--- src/rtl/cal_alarm_pkg.sv ---
package cal_alarm_pkg;

   localparam int REG_W      = 32;
   localparam int NUM_FIELDS = 4;
   localparam int FIELD_STEP = 8;
   localparam int MASK_OFS   = 7;

   typedef enum int {
      FLD_SEC  = 0,
      FLD_MIN  = 1,
      FLD_HOUR = 2,
      FLD_DAY  = 3
   } field_e;

   // least significant bit of each field
   function automatic int fld_lsb(input int idx);
      return idx * FIELD_STEP;
   endfunction

   // compared width; the hour field carries its PM bit as its top bit
   function automatic int fld_w(input int idx);
      return (idx == FLD_DAY) ? 6 : 7;
   endfunction

   // bits that hold state: every field bit and every ignore bit
   function automatic logic [REG_W-1:0] writable_bits();
      logic [REG_W-1:0] m;
      m = '0;
      for (int i = 0; i < NUM_FIELDS; i++) begin
         for (int b = 0; b < fld_w(i); b++) m[fld_lsb(i) + b] = 1'b1;
         m[fld_lsb(i) + MASK_OFS] = 1'b1;
      end
      return m;
   endfunction

endpackage

--- src/rtl/alarm_field_cmp.sv ---
module alarm_field_cmp #(
   parameter int W = 7
) (
   input  logic [W-1:0] alm_val,
   input  logic [W-1:0] live_val,
   input  logic         ignore,
   output logic         hit
);

   initial begin
      assert (W > 0 && W <= 8) else $error("alarm_field_cmp: bad W");
   end

   always_comb hit = ignore || (alm_val == live_val);

endmodule

--- src/rtl/alarm_match.sv ---
module alarm_match
   import cal_alarm_pkg::*;
(
   input  logic [REG_W-1:0] alm_q,
   input  logic [REG_W-1:0] live,
   output logic             all_hit
);

   logic [NUM_FIELDS-1:0] hits;

   for (genvar g = 0; g < NUM_FIELDS; g++) begin : g_fld
      localparam int LSB = fld_lsb(g);
      localparam int FW  = fld_w(g);
      alarm_field_cmp #(.W(FW)) u_cmp (
         .alm_val (alm_q[LSB +: FW]),
         .live_val(live[LSB +: FW]),
         .ignore  (alm_q[LSB + MASK_OFS]),
         .hit     (hits[g])
      );
   end

   always_comb all_hit = &hits;

   // live ignore/reserved positions and alarm bit 30 are not compared
   logic unused_live;
   always_comb unused_live = ^{live[7], live[15], live[23], live[31:30], alm_q[30]};

endmodule

--- src/rtl/alarm_cfg_regs.sv ---
module alarm_cfg_regs
   import cal_alarm_pkg::*;
(
   input  logic             clk,
   input  logic             rst_n,
   input  logic             ctl_we,
   input  logic             ctl_en,
   input  logic             ctl_ie,
   input  logic             alm_we,
   input  logic [REG_W-1:0] alm_wdata,
   input  logic             unlocked,
   output logic             en_q,
   output logic             ie_q,
   output logic             wra_q,
   output logic [REG_W-1:0] alm_q
);

   localparam logic [REG_W-1:0] WMASK = writable_bits();

   logic en_d;
   logic wr_ok;

   always_comb begin
      en_d  = ctl_we ? ctl_en : en_q;
      wr_ok = alm_we && wra_q && unlocked;
   end

   always_ff @(posedge clk or negedge rst_n) begin
      if (!rst_n) begin
         en_q  <= 1'b0;
         ie_q  <= 1'b0;
         wra_q <= 1'b1;
         alm_q <= '0;
      end else begin
         en_q  <= en_d;
         if (ctl_we) ie_q <= ctl_ie;
         // drops with the enable, rises one clock after it is cleared
         wra_q <= !en_d && !en_q;
         if (wr_ok) alm_q <= alm_wdata & WMASK;
      end
   end

   // no write window while the alarm is on
   p_wra_low_en_r4: assert property (@(posedge clk) disable iff (!rst_n)
      en_q |-> !wra_q);

   // write window opens only after a full cycle of disabled state
   p_wra_rise_r4: assert property (@(posedge clk) disable iff (!rst_n)
      $rose(wra_q) |-> (!en_q && $past(!en_q)));

   // rejected writes leave the register alone
   p_hold_r3: assert property (@(posedge clk) disable iff (!rst_n)
      (alm_we && !(wra_q && unlocked)) |=> $stable(alm_q));

endmodule

--- src/rtl/alarm_flag_irq.sv ---
module alarm_flag_irq #(
   parameter int EVT_REG = 0
) (
   input  logic clk,
   input  logic rst_n,
   input  logic tick,
   input  logic en,
   input  logic hit,
   input  logic clr,
   input  logic ie,
   output logic flag_q,
   output logic irq,
   output logic evt
);

   initial begin
      assert (EVT_REG == 0 || EVT_REG == 1) else $error("alarm_flag_irq: bad EVT_REG");
   end

   logic set_now;
   logic irq_q;

   always_comb begin
      set_now = tick && en && hit;
      irq     = flag_q && ie;
   end

   always_ff @(posedge clk or negedge rst_n) begin
      if (!rst_n) begin
         flag_q <= 1'b0;
         irq_q  <= 1'b0;
      end else begin
         if (set_now)  flag_q <= 1'b1;
         else if (clr) flag_q <= 1'b0;
         irq_q <= irq;
      end
   end

   if (EVT_REG == 0) begin : g_evt_comb
      always_comb evt = irq && !irq_q;
   end else begin : g_evt_reg
      logic evt_q;
      always_ff @(posedge clk or negedge rst_n) begin
         if (!rst_n) evt_q <= 1'b0;
         else        evt_q <= irq && !irq_q;
      end
      always_comb evt = evt_q;
   end

   // flag rises only after an enabled, matching tick
   p_flag_rise_r5: assert property (@(posedge clk) disable iff (!rst_n)
      $rose(flag_q) |-> $past(tick && en && hit));

   // flag is sticky without a clear
   p_flag_sticky_r7: assert property (@(posedge clk) disable iff (!rst_n)
      (flag_q && !clr) |=> flag_q);

   // event lasts one cycle
   p_evt_single_r9: assert property (@(posedge clk) disable iff (!rst_n)
      evt |=> !evt);

endmodule

--- src/rtl/cal_alarm_top.sv ---
module cal_alarm_top
   import cal_alarm_pkg::*;
#(
   parameter int EVT_REG = 0
) (
   input  logic        clk,
   input  logic        rst_n,
   input  logic        tick_1hz,
   input  logic [31:0] live_time,
   input  logic        wr_unlocked,
   input  logic        ctl_we,
   input  logic        ctl_en,
   input  logic        ctl_ie,
   input  logic        alm_we,
   input  logic [31:0] alm_wdata,
   input  logic        flag_clr,
   output logic [31:0] alm_rdata,
   output logic        alm_en,
   output logic        alm_ie,
   output logic        wr_allowed,
   output logic        alm_flag,
   output logic        alm_irq,
   output logic        alm_evt
);

   initial begin
      assert (REG_W == 32) else $error("cal_alarm_top: register width must be 32");
   end

   logic [REG_W-1:0] alm_q;
   logic             all_hit;

   alarm_cfg_regs u_regs (
      .clk      (clk),
      .rst_n    (rst_n),
      .ctl_we   (ctl_we),
      .ctl_en   (ctl_en),
      .ctl_ie   (ctl_ie),
      .alm_we   (alm_we),
      .alm_wdata(alm_wdata),
      .unlocked (wr_unlocked),
      .en_q     (alm_en),
      .ie_q     (alm_ie),
      .wra_q    (wr_allowed),
      .alm_q    (alm_q)
   );

   alarm_match u_match (
      .alm_q  (alm_q),
      .live   (live_time),
      .all_hit(all_hit)
   );

   alarm_flag_irq #(.EVT_REG(EVT_REG)) u_flag (
      .clk   (clk),
      .rst_n (rst_n),
      .tick  (tick_1hz),
      .en    (alm_en),
      .hit   (all_hit),
      .clr   (flag_clr),
      .ie    (alm_ie),
      .flag_q(alm_flag),
      .irq   (alm_irq),
      .evt   (alm_evt)
   );

   always_comb alm_rdata = alm_q;

endmodule

--- config.mk ---
export PLATFORM = sky130hd
export DESIGN_NAME = cal_alarm_top
export DESIGN_NICKNAME = d
export VERILOG_FILES = /design/src/rtl/cal_alarm_pkg.sv /design/src/rtl/alarm_field_cmp.sv /design/src/rtl/alarm_match.sv /design/src/rtl/alarm_cfg_regs.sv /design/src/rtl/alarm_flag_irq.sv /design/src/rtl/cal_alarm_top.sv
export SDC_FILE = /design/constraint.sdc
export NUM_CORES = 1
export LEC_CHECK = 0
export ABC_AREA = 1
export BUFFER_PORTS_ARGS = -buffer_cell sky130_fd_sc_hd__buf_4
export CAP_MARGIN = 30
export CORE_AREA = 5 5 83 85
export CTS_BUF_LIST = sky130_fd_sc_hd__clkbuf_8
export CTS_CLUSTER_DIAMETER = 50
export CTS_CLUSTER_SIZE = 16
export DETAILED_ROUTE_END_ITERATION = 6
export DIE_AREA = 0 0 88 90
export GPL_TIMING_DRIVEN = 0
export SYNTH_ARGS = -nofsm -noshare
export SYNTH_HDL_FRONTEND = slang
export SYNTH_HIERARCHICAL = 1
export SYNTH_SLANG_ARGS = --single-unit
--- constraint.sdc ---
create_clock -name clk -period 1.97 [get_ports clk]
set_input_delay 0.394 -clock clk [delete_from_list [all_inputs] [get_ports clk]]
set_output_delay 0.394 -clock clk [all_outputs]
set_load 0.05 [all_outputs]
==> metrics.md <==
| Metric | Value |
|---|---|
| Post-synthesis sequential area ratio | `44.3%` |
| WL/cell | `11.8 um` |
| CP Class | `reg2out` |
| CP max FO | `6` |
| ANT nets after route | `0` |
| 1st-iter DRT viols | `56` |
| RD Place Congestion | `about 0.76` |
| DR WL met3 | `approximately 580 um` |
| First-pass GRT wire length | `around 9600 um` |
| Final period utilization | `about three quarters` |
| Post-CTS Setup Bufs | `0` |
| Synth Area per Inst | `just under 7 um2` |
| Synthesized cell area | `between 2000 and 2500 um2` |
| GRT Util Overall | `roughly 15%` |
| Htree depth | `2` |
| P_leak | `between 1.5 and 2 nW` |
| TritonCTS clock tree | `built` |
| Clock-pin slew on the worst setup and hold paths | `approximately 70 ps` |
| Outcome | `finished clean` |
| Slew Viols, Final | `0` |
| Top cell type by total area after synthesis | `dfrtp_1` |
| DIE WIDTH | `approximately 88 um` |
| CP Buf/Inv Count | `1` |
| Clock power frac | `28.3%` |
| Layout area overhead | `50.5%` |
| Async SR Flop Fraction | `100%` |
| Post-route setup TNS | `0 ps` |
| Commonest cells in the netlist | `nand2_1 (149), inv_1 (49), dfrtp_1 (35), nand4_1 (31), buf_2 (12)` |
| Synth Flop Type | `dfrtp_1` |
| Sequential share of power | `between 30% and 40%` |
| Net Sw Power | `~0.0013 W` |
| Routed wl met2 | `2760 um` |
| Most numerous cell in the Yosys netlist | `nand2_1` |
| I/O Pins | `roughly 110` |
| Core Region | `a little over 6000 um2` |
| CTS root buffer | `clkbuf_8` |
| First-pass DRT Iterations | `4` |
| Post-synth EDFFs | `0` |
| Share of Yosys cell area claimed by the top area cell type | `a little over two fifths` |
| Port Buf Inserts | `~100` |
| WL final | `around 5800 um` |
| Post-layout min period | `between 1000 and 1500 ps` |
| Max VDD drop | `between 0.4 and 0.5 mV` |
| Critical path capture point type | `output pin` |
| Antenna Diode Count | `0` |
| Worst-Skew Late Latency | `between 200 and 300 ps` |
| Max cap viols | `0` |
| Largest stage delay, worst path | `between 500 and 600 ps` |
| Synth unique cells | `14` |
| GR Overflow Total | `0` |
| RSZ-0062 raised after global routing | `false` |
| Largest cells by area after synthesis | `dfrtp_1 (43%), nand2_1 (27%), nand4_1 (9.5%), inv_1 (9.0%), buf_2 (2.9%)` |
| Vias in the first global route | `around 2,200` |
| Crit path max-delay family | `flip-flops` |
| Die Span Y | `around 90 um` |
| WP data arrival | `around 1100 ps` |
| Hold slack final | `between 50 and 60 ps` |
| Ys Warns | `6` |
| Post-Syn Nets | `375` |
| Final hold vios | `0` |
| Resized cells post-CTS | `0` |
| Setup-failing EPs final | `0` |
| Fraction of layout instances using a drive strength above 1 | `a little under a third` |
| Post-Synthesis Cells | `approximately 300` |
| Initial core utilization | `around a third` |
| Power Internal | `between 0.0015 and 0.002 W` |
| Sw Share | `approximately two fifths` |
| Site Rows | `29` |
| Clk buf depth | `2` |
| CP cell instances | `buf_4` |
| Final Skew | `3.12 ps` |
| DRC | `0` |
| # clock sinks | `36` |
| Largest net degree at the start of global routing | `37` |
| Die area | `just under 8000 um2` |
| Critical-path top delay cell | `dfstp_2` |
| Startpoint Class | `register` |
| Critical Path RT | `~1600 ps` |
| Hold buffer count at CTS | `0` |
| Via count | `roughly 2,200` |
| Num CTS Buffers | `5` |
| Dpl hpwl | `between 4000 and 5000 um` |
| Min-delay worst type | `in2async` |
| M1 WL | `roughly 2400 um` |
| Flops & latches, synth | `36` |
| # nets final | `approximately 490` |
| Fmax achieved | `just under 700 MHz` |
| DR top layer | `met4` |
| P per Cell Area | `1040 nW/um2` |
| Gate power share | `about two fifths` |
| Via density | `between 4 and 5` |
| Initial antenna violation count | `0` |
metal layers:
metal | GRT usage, % | up-vias
met2 | 24.8 | 78
met5 | 0 | -
met1 | 19.0 | 975
li1 | - | 1134
met4 | 3.45 | 0
met3 | 4.57 | 5
per-stage QoR:
stage / cells / util [%] / instance area, um2 / total power (W) / setup slack (ps)
final: 490 / 50.0 / 3070 / 0.00320 / 491
after global routing: 490 / 50.0 / 3070 / 0.00339 / 436
after CTS: 490 / 50.0 / 3070 / 0.00323 / 479
after detailed placement: 482 / 47.4 / 2910 / 0.00232 / 599
after global placement: 482 / 47.4 / 2910 / 0.00231 / 612
after floorplan: 302 / - / 2040 / 0.00186 / 364
cells in the final DEF (no fill, tap or decap), types with 2 or more instances in the layout:
cell type,Yosys,final
dfrtp_1,35,35
buf_2,12,12
xnor2_1,3,3
clkbuf_8,0,5
bufinv_16,0,3
nand2_1,149,149
nor2_2,2,2
xor2_1,3,3
buf_4,1,104
nand3_1,3,3
inv_1,49,49
nand4_1,31,31
nor2_1,11,11
power by group through the flow:
stage,Clock (W),Combinational [W],Sequential (W)
CTS,0.000922,0.00129,0.00103
global placement,0,0.00127,0.00103
global route,0.000952,0.00138,0.00105
detailed placement,0,0.00128,0.00104
finish,0.000905,0.00127,0.00102
floorplan,0,0.000346,0.00151
logic make-up after synthesis:
kind of cell	after synthesis	share of synthesized area (%)
AO/OA/AOI/OAI	1	0.245
flip-flops	36	44.3
buffers and inverters	62	12.3
AND/OR/NAND/NOR	196	40.4
other	1	0.184
XOR/XNOR	6	2.58
sequential cells by signal, summed over array words and instances, names as in the netlist:
register       cells
u_regs/wra_q       1
u_regs/alm_q      31
u_flag/flag_q      1
u_flag/irq_q       1
u_regs/ie_q        1
u_regs/en_q        1
cell type report:
class	instances	area [um2]
fill	640	3070
clock buffer	5	68.8
inverter	49	184
sequential	36	902
buffer	13	67.6
multi-input combinational	204	883
clock inverter	3	90.1
tap	77	96.3
timing repair buffer	103	773
worst paths after layout:
check | startpoint | end | cells after the start | slack, ps
setup reg to reg | u_regs/alm_q[14]$_DFFE_PN0P_ | u_flag/flag_q$_DFFE_PN0P_ | 11 | 700
hold / removal | rst_n | u_regs/alm_q[29]$_DFFE_PN0P_ | 1 | 50
hold reg to reg | u_regs/en_q$_DFF_PN0_ | u_regs/wra_q$_DFF_PN1_ | 1 | 460
max in group asynchronous | rst_n | u_regs/wra_q$_DFF_PN1_ | 1 | 1570
min in group clk | ctl_en | u_regs/wra_q$_DFF_PN1_ | 2 | 270
setup / recovery | u_regs/wra_q$_DFF_PN1_ | wr_allowed | 1 | 490
(Power assumes the default switching activity.)
